File: config.mk
export PLATFORM = sky130hd
export DESIGN_NAME = sdseq_top
export DESIGN_NICKNAME = d
export VERILOG_FILES = /design/src/rtl/sdseq_pkg.sv /design/src/rtl/sdseq_refresh_timer.sv /design/src/rtl/sdseq_rd_pipe.sv /design/src/rtl/sdseq_top.sv
export SDC_FILE = /design/constraint.sdc
export NUM_CORES = 1
export LEC_CHECK = 0
export ABC_AREA = 1
export CORE_MARGIN = 2
export CORE_UTILIZATION = 53
export CTS_BUF_LIST = sky130_fd_sc_hd__clkbuf_8 sky130_fd_sc_hd__clkbuf_16
export DETAILED_ROUTE_END_ITERATION = 7
export PLACE_DENSITY = 0.9
export SLEW_MARGIN = 10
export SYNTH_ARGS = -nofsm -noshare
export SYNTH_HDL_FRONTEND = slang
export SYNTH_SLANG_ARGS = --single-unit
File: constraint.sdc
create_clock -name clk -period 4.6 [get_ports clk]
set_clock_uncertainty 0.1 [all_clocks]
set_input_delay 0.92 -clock clk [delete_from_list [all_inputs] [get_ports clk]]
set_output_delay 0.92 -clock clk [all_outputs]
set_load 0.02 [all_outputs]
File: src/rtl/sdseq_pkg.sv
`timescale 1ns/1ps
package sdseq_pkg;
  // {cs_n, ras_n, cas_n, we_n}
  typedef enum logic [3:0] {
    CMD_MRS = 4'b0000,
    CMD_REF = 4'b0001,
    CMD_PRE = 4'b0010,
    CMD_ACT = 4'b0011,
    CMD_WR  = 4'b0100,
    CMD_RD  = 4'b0101,
    CMD_NOP = 4'b0111
  } sd_cmd_e;

  typedef enum logic [3:0] {
    ST_PWR, ST_IPRE, ST_IREF, ST_IMRS, ST_IDLE,
    ST_PD, ST_WAKE, ST_RCD, ST_ACC, ST_REFW
  } seq_st_e;

  function automatic int ns_to_cyc(input int ns, input int period);
    return (ns + period - 1) / period;
  endfunction

  function automatic int imax(input int a, input int b);
    return (a > b) ? a : b;
  endfunction
endpackage

File: src/rtl/sdseq_refresh_timer.sv
`timescale 1ns/1ps
module sdseq_refresh_timer #(
  parameter int INTERVAL = 1953
) (
  input  logic clk,
  input  logic rst_n,
  input  logic ack,
  output logic pend
);
  localparam int W = $clog2(INTERVAL + 1);
  logic [W-1:0] cnt;

  always_ff @(posedge clk or negedge rst_n) begin
    if (!rst_n) begin
      cnt  <= W'(INTERVAL - 1);
      pend <= 1'b0;
    end else if (cnt == '0) begin
      cnt  <= W'(INTERVAL - 1);
      pend <= 1'b1;
    end else begin
      cnt <= cnt - 1'b1;
      if (ack) pend <= 1'b0;
    end
  end


  ack_when_pend_chk: assert property (@(posedge clk) disable iff (!rst_n)
    ack |-> pend);

  pend_hold_chk: assert property (@(posedge clk) disable iff (!rst_n)
    (pend && !ack) |=> pend);
endmodule

File: src/rtl/sdseq_rd_pipe.sv
`timescale 1ns/1ps
module sdseq_rd_pipe #(
  parameter int DEPTH = 3
) (
  input  logic             clk,
  input  logic             rst_n,
  input  logic             strobe,
  output logic [DEPTH:1]   taps
);
  always_ff @(posedge clk or negedge rst_n) begin
    if (!rst_n) taps <= '0;
    else        taps <= {taps[DEPTH-1:1], strobe};
  end


  single_read_inflight_chk: assert property (@(posedge clk) disable iff (!rst_n)
    $onehot0(taps));
endmodule

File: src/rtl/sdseq_top.sv
`timescale 1ns/1ps
module sdseq_top
  import sdseq_pkg::*;
#(
  parameter int DATA_W        = 32,
  parameter int BANK_W        = 2,
  parameter int ROW_W         = 12,
  parameter int COL_W         = 9,
  parameter int ADDR_W        = 13,
  parameter int CLK_NS        = 8,
  parameter int T_RP_NS       = 24,
  parameter int T_RCD_NS      = 24,
  parameter int T_RAS_NS      = 60,
  parameter int T_RC_NS       = 90,
  parameter int T_WR_CYC      = 2,
  parameter int T_MRD_CYC     = 2,
  parameter int CAS_LAT       = 2,
  parameter int POWERUP_CYC   = 12500,
  parameter int REF_WINDOW_NS = 64000000,
  parameter int REF_COUNT     = 4096
) (
  input  logic                  clk,
  input  logic                  rst_n,
  input  logic                  req_valid,
  output logic                  req_ready,
  input  logic                  req_we,
  input  logic [BANK_W-1:0]     req_bank,
  input  logic [ROW_W-1:0]      req_row,
  input  logic [COL_W-1:0]      req_col,
  input  logic [DATA_W-1:0]     req_wdata,
  input  logic [DATA_W/8-1:0]   req_be,
  output logic                  rd_valid,
  output logic [DATA_W-1:0]     rd_data,
  input  logic                  pd_en,
  output logic                  sd_cke,
  output logic                  sd_cs_n,
  output logic                  sd_ras_n,
  output logic                  sd_cas_n,
  output logic                  sd_we_n,
  output logic [BANK_W-1:0]     sd_ba,
  output logic [ADDR_W-1:0]     sd_addr,
  output logic [DATA_W/8-1:0]   sd_dqm,
  output logic [DATA_W-1:0]     sd_dq_out,
  output logic                  sd_dq_oe,
  input  logic [DATA_W-1:0]     sd_dq_in
);
  localparam int NB      = DATA_W / 8;
  localparam int TRP     = ns_to_cyc(T_RP_NS, CLK_NS);
  localparam int TRCD    = ns_to_cyc(T_RCD_NS, CLK_NS);
  localparam int TRAS    = ns_to_cyc(T_RAS_NS, CLK_NS);
  localparam int TRC     = ns_to_cyc(T_RC_NS, CLK_NS);
  localparam int ACC_CYC = imax(imax(TRC, TRAS + TRP),
                                imax(TRCD + T_WR_CYC + TRP, TRCD + CAS_LAT + 2));
  localparam int REFI    = REF_WINDOW_NS / REF_COUNT / CLK_NS;
  localparam int CNT_W   = $clog2(imax(POWERUP_CYC, ACC_CYC) + 1);
  localparam logic [ADDR_W-1:0] MODE_WORD = ADDR_W'({3'(CAS_LAT), 4'b0000});

  seq_st_e              state;
  sd_cmd_e              cmd_q;
  logic [CNT_W-1:0]     cnt;
  logic                 cke_q, iref_two, wr_cyc, oe_q, rd_valid_q;
  logic [NB-1:0]        wmask_q;
  logic [DATA_W-1:0]    dq_q, rd_data_q;
  logic [BANK_W-1:0]    ba_q;
  logic [ADDR_W-1:0]    addr_q, row_word, col_word;
  logic                 acc_we;
  logic [BANK_W-1:0]    acc_bank;
  logic [ROW_W-1:0]     acc_row;
  logic [COL_W-1:0]     acc_col;
  logic [DATA_W-1:0]    acc_data;
  logic [NB-1:0]        acc_be;
  logic                 ref_pend, ref_ack, rd_issue;
  logic [CAS_LAT+1:1]   rd_taps;

  sdseq_refresh_timer #(.INTERVAL(REFI)) u_refresh (
    .clk(clk), .rst_n(rst_n), .ack(ref_ack), .pend(ref_pend));

  sdseq_rd_pipe #(.DEPTH(CAS_LAT + 1)) u_rd_pipe (
    .clk(clk), .rst_n(rst_n), .strobe(rd_issue), .taps(rd_taps));

  assign req_ready = (state == ST_IDLE) && !ref_pend;
  assign ref_ack   = (state == ST_IDLE) && ref_pend;
  assign rd_issue  = (state == ST_RCD) && (cnt == '0) && !acc_we;

  always_comb begin
    row_word = '0;
    row_word[ROW_W-1:0] = acc_row;
    col_word = '0;
    col_word[COL_W-1:0] = acc_col;
    col_word[10] = 1'b1;
  end

  always_ff @(posedge clk or negedge rst_n) begin
    if (!rst_n) begin
      state <= ST_PWR; cmd_q <= CMD_NOP; cnt <= CNT_W'(POWERUP_CYC - 1);
      cke_q <= 1'b1; iref_two <= 1'b0; wr_cyc <= 1'b0; oe_q <= 1'b0;
      wmask_q <= '1; dq_q <= '0; ba_q <= '0; addr_q <= '0;
      acc_we <= 1'b0; acc_bank <= '0; acc_row <= '0; acc_col <= '0;
      acc_data <= '0; acc_be <= '0;
    end else begin
      cmd_q  <= CMD_NOP;
      wr_cyc <= 1'b0;
      oe_q   <= 1'b0;
      if (cnt != '0) cnt <= cnt - 1'b1;
      case (state)
        ST_PWR: if (cnt == '0) begin
          cmd_q <= CMD_PRE; addr_q <= ADDR_W'(1 << 10);
          cnt <= CNT_W'(TRP - 1); state <= ST_IPRE;
        end
        ST_IPRE: if (cnt == '0) begin
          cmd_q <= CMD_REF; cnt <= CNT_W'(TRC - 1); state <= ST_IREF;
        end
        ST_IREF: if (cnt == '0) begin
          if (!iref_two) begin
            cmd_q <= CMD_REF; iref_two <= 1'b1; cnt <= CNT_W'(TRC - 1);
          end else begin
            cmd_q <= CMD_MRS; addr_q <= MODE_WORD; ba_q <= '0;
            cnt <= CNT_W'(T_MRD_CYC - 1); state <= ST_IMRS;
          end
        end
        ST_IMRS: if (cnt == '0) state <= ST_IDLE;
        ST_IDLE: begin
          if (ref_pend) begin
            cmd_q <= CMD_REF; cnt <= CNT_W'(TRC - 1); state <= ST_REFW;
          end else if (req_valid) begin
            acc_we <= req_we; acc_bank <= req_bank; acc_row <= req_row;
            acc_col <= req_col; acc_data <= req_wdata; acc_be <= req_be;
            cmd_q <= CMD_ACT; ba_q <= req_bank;
            addr_q <= ADDR_W'(req_row);
            cnt <= CNT_W'(TRCD - 1); state <= ST_RCD;
          end else if (pd_en) begin
            cke_q <= 1'b0; state <= ST_PD;
          end
        end
        ST_PD: if (ref_pend || req_valid) begin
          cke_q <= 1'b1; state <= ST_WAKE;
        end
        ST_WAKE: state <= ST_IDLE;
        ST_RCD: if (cnt == '0) begin
          ba_q <= acc_bank; addr_q <= col_word;
          cnt <= CNT_W'(ACC_CYC - TRCD - 1); state <= ST_ACC;
          if (acc_we) begin
            cmd_q <= CMD_WR; wr_cyc <= 1'b1; oe_q <= 1'b1;
            dq_q <= acc_data; wmask_q <= ~acc_be;
          end else begin
            cmd_q <= CMD_RD;
          end
        end
        ST_ACC:  if (cnt == '0) state <= ST_IDLE;
        ST_REFW: if (cnt == '0) state <= ST_IDLE;
        default: state <= ST_IDLE;
      endcase
    end
  end

  always_ff @(posedge clk or negedge rst_n) begin
    if (!rst_n) begin
      rd_valid_q <= 1'b0; rd_data_q <= '0;
    end else begin
      rd_valid_q <= rd_taps[CAS_LAT+1];
      if (rd_taps[CAS_LAT+1]) rd_data_q <= sd_dq_in;
    end
  end

  assign {sd_cs_n, sd_ras_n, sd_cas_n, sd_we_n} = cmd_q;
  assign sd_cke    = cke_q;
  assign sd_ba     = ba_q;
  assign sd_addr   = addr_q;
  assign sd_dq_out = dq_q;
  assign sd_dq_oe  = oe_q;
  assign sd_dqm    = wr_cyc ? wmask_q : (rd_taps[CAS_LAT-1] ? '0 : '1);
  assign rd_valid  = rd_valid_q;
  assign rd_data   = rd_data_q;


  pd_nop_chk: assert property (@(posedge clk) disable iff (!rst_n)
    !sd_cke |-> (cmd_q == CMD_NOP));

  cke_before_row_chk: assert property (@(posedge clk) disable iff (!rst_n)
    (cmd_q == CMD_ACT || cmd_q == CMD_REF) |-> $past(sd_cke));

  wr_mask_lead_chk: assert property (@(posedge clk) disable iff (!rst_n)
    (cmd_q == CMD_WR) |-> (&$past(sd_dqm, 1) && &$past(sd_dqm, 2) && &$past(sd_dqm, 3)));

  refresh_first_chk: assert property (@(posedge clk) disable iff (!rst_n)
    (state == ST_IDLE && ref_pend) |=> (cmd_q == CMD_REF));

  accept_act_chk: assert property (@(posedge clk) disable iff (!rst_n)
    (req_valid && req_ready) |=> (cmd_q == CMD_ACT && sd_ba == $past(req_bank)));
endmodule

==> summary.txt <==
Layout
  – Commonest non-fill, non-tap cells in the layout: clkdlybuf4s50_1 (183), nand2_1 (172), dfrtp_1 (150)
  – Most common cell after layout, fill and taps aside: clkdlybuf4s50_1
  – Antenna Cells: 0
  – P&R area growth vs syn: 35.6%
  – Final nets: 1004
  – Layout fillers: 906
  – Layout cells sized above 1: 15.9%

Critical path
  – Critical Path Start Type: register
  – Worst path most repeated cell: nor2_1
  – Cell chain of the critical path: nor2_1 -> nand2_2 -> nor2_1 -> clkdlybuf4s50_1
  – Worst Path Max Fanout: 9
  – Slowest cell on the critical path: clkdlybuf4s50_1
  – Critical Path Sink Type: output port
  – WP data arrival: 2.13 ns
  – Worst EP required: 3.58 ns
  – Crit-path max cell delay: 0.66 ns
  – Critical path class: register to output port

Placed design
  – DP HPWL: 11800 um
  – GP Congestion: 0.893
  – Port-buffer cells: 184

Synthesis
  – Syn Area/Cell: 10.1 sq um
  – Number of synthesized register bits: 170
  – Yosys warns: 0
  – Area leader, netlist: dfrtp_1
  – Sequential-to-total area share from yosys stat: 58.9%
  – Cell count after synthesis: 722
  – Post-synth ARST share: 100%
  – Post-synth EDFFs: 0
  – Synth Flop Type: dfrtp_1
  – Synth top area cells: dfrtp_1 (52%), mux2_2 (9.0%), nand2_1 (8.9%)
  – Distinct cell type count of the synthesized netlist: 39
  – Share of the synthesized area in the top cell type: 51.7%
  – Syn Std Cell Area: 7260 sq um

Clock tree
  – Clk sinks: 170
  – H-Tree Depth: 4
  – Clock transition at path regs: 0.07 ns
  – Postcts setup bufs: 0
  – PostCTS Resize Cnt: 0
  – Hold_buf cts: 0
  – TritonCTS clock tree: yes
  – Worst-skew pair later-pin latency: 0.42 ns
  – CTS buffer count: 17
  – Maximum clock path buffer count: 2
  – CTS root buf: clkbuf_16

Timing
  – RSZ-0062 raised after global routing: false
  – Final setup vio count: 0
  – Max-slew headroom: 30.4%
  – Final period util: 68.6%
  – Worst Tran Pin Value: 1.04 ns
  – Setup TNS Final: 0 ns
  – Fmax: 0.317 GHz
  – Final Hold Vio Count: 0
  – Min cycle time layout: 3.15 ns
  – Slew Limit Fails: 0

Global routing
  – Largest net degree at the start of global routing: 104
  – Total Routing Usage GR: 24.5%
  – Global route overflow: 0
  – Initial antenna violation count: 0
  – First-pass GRT wire length: 28000 um
  – Vias in the first global route: 5879

Route
  – Total routed wirelength: 17000 um
  – Routed Antenna Nets: 0
  – First-pass iteration count of the detailed router: 5
  – Initial DRC count: 291
  – Average wire per standard cell: 15.5 um
  – DR vias: 5675
  – Vias per cell: 5.19
  – DR DRC count: 0

Die
  – Row Count: 42
  – Initial Util: 54.6%
  – # IOs: 187
  – Die H: 121 um
  – Die Span X: 121 um
  – Core Area: 13300 sq um
  – Die ar.: 14600 sq um

Pwr
  – VDD IR-drop max: 0.260 mV
  – Tot Pwr: 3.10 mW
  – Leakage power: 4.80 nW
  – Pwr dens: 315 nW/um^2

Run
  – Max cap viols: 0

Worst hold path
  – HP Class: register to register

Outcome
  – Status: complete, no violations
worst paths after layout:
path / depth (start not counted) / slack (ns) / endpoint / start
min in group asynchronous: 1 / 0.48 / cnt[10] / rst_n
setup reg to reg: 6 / 1.66 / sd_dq_out[1] / state[3]
hold / removal: 0 / 0.25 / u_rd_pipe.taps[3] / u_rd_pipe.taps[2]
max in group asynchronous: 2 / 3.04 / u_refresh.cnt[10] / rst_n
setup / recovery: 4 / 1.45 / req_ready / state[3]
hold reg to reg: 0 / 0.25 / u_rd_pipe.taps[3] / u_rd_pipe.taps[2]
cell usage after synthesis, types with 4 or more instances:
cell type,count
mux2_2,58
o21ai_1,10
clkbuf_1,9
o31ai_1,4
o21ai_0,34
nor3_1,5
nand4_1,4
xnor2_1,6
inv_1,67
inv_2,4
nor2_1,65
nor2_2,4
dfrtp_1,150
nand3_1,21
nand2_2,5
xor2_1,7
ha_1,4
buf_2,8
a22o_2,8
a21oi_1,27
dfstp_2,20
nand2_1,172
or2_2,4
buf_6,4
state kept, by name (all words and copies together), names as in the netlist, 2 cells and up:
| name | cells |
|---|---|
| acc_bank | 2 |
| acc_be | 4 |
| sd_ba | 2 |
| u_rd_pipe.taps | 3 |
| cnt | 14 |
| wmask_q | 4 |
| acc_data | 32 |
| sd_addr | 12 |
| cmd_q | 3 |
| sd_dq_out | 32 |
| u_refresh.cnt | 11 |
| acc_col | 9 |
| state | 4 |
| rd_data | 32 |
worst max-delay path: cells and delay by family, from the launching register on:
kind / cells / cell delay (ns)
simple gates: 3 / 0.61
buf+inv: 1 / 0.66
flops: 1 / 0.44
where the power goes:
group / leakage [nW] / internal [mW] / switching, mW / total [mW]
Clock: 0.304 / 0.910 / 0.576 / 1.49
Combinational: 2.34 / 0.0729 / 0.0424 / 0.115
Sequential: 2.15 / 1.50 / 0.000306 / 1.50
area by class of cell:
| class | count | area (sq um) | share of cell area, % |
|---|---|---|---|
| Inverter | 71 | 267 | 2.71 |
| Timing Repair Buffer | 188 | 1890 | 19.1 |
| Tap cell | 176 | 220 | 2.24 |
| Multi-Input combinational cell | 456 | 2570 | 26.1 |
| Clock buffer | 21 | 480 | 4.88 |
| Sequential cell | 170 | 4280 | 43.5 |
| Clock inverter | 11 | 143 | 1.45 |
stage by stage:
step	hold WS, ns	area, sq um	setup slack, ns	cells	utilization [%]
floorplan	0.231	7260	2.48	723	-
global route	0.265	9850	1.31	1093	74.1
global placement	0.231	9220	1.66	1061	69.4
CTS	0.250	9850	1.42	1093	74.1
detailed placement	0.236	9220	1.68	1061	69.4
finish	0.247	9850	1.45	1093	74.1
cell families after synthesis:
logic type	Yosys count	share of synthesized area (%)
AOI/OAI and AO/OA	86	6.74
other	1	0.0517
xor gates and xnor gates	13	1.57
muxes	58	9.00
and+or+nand+nor	293	17.3
DFF	170	58.9
adders and majority gates	4	0.689
buffers and inverters	97	5.67
routing by layer:
metal	GRT usage (%)	share of wire, %	vias up
li1	-	-	2687
met3	5.31	6.0	35
met4	11.4	3.0	0
met1	30.7	41	2738
met5	0	0	-
met2	40.7	50	215
(Power assumes the default switching activity.)
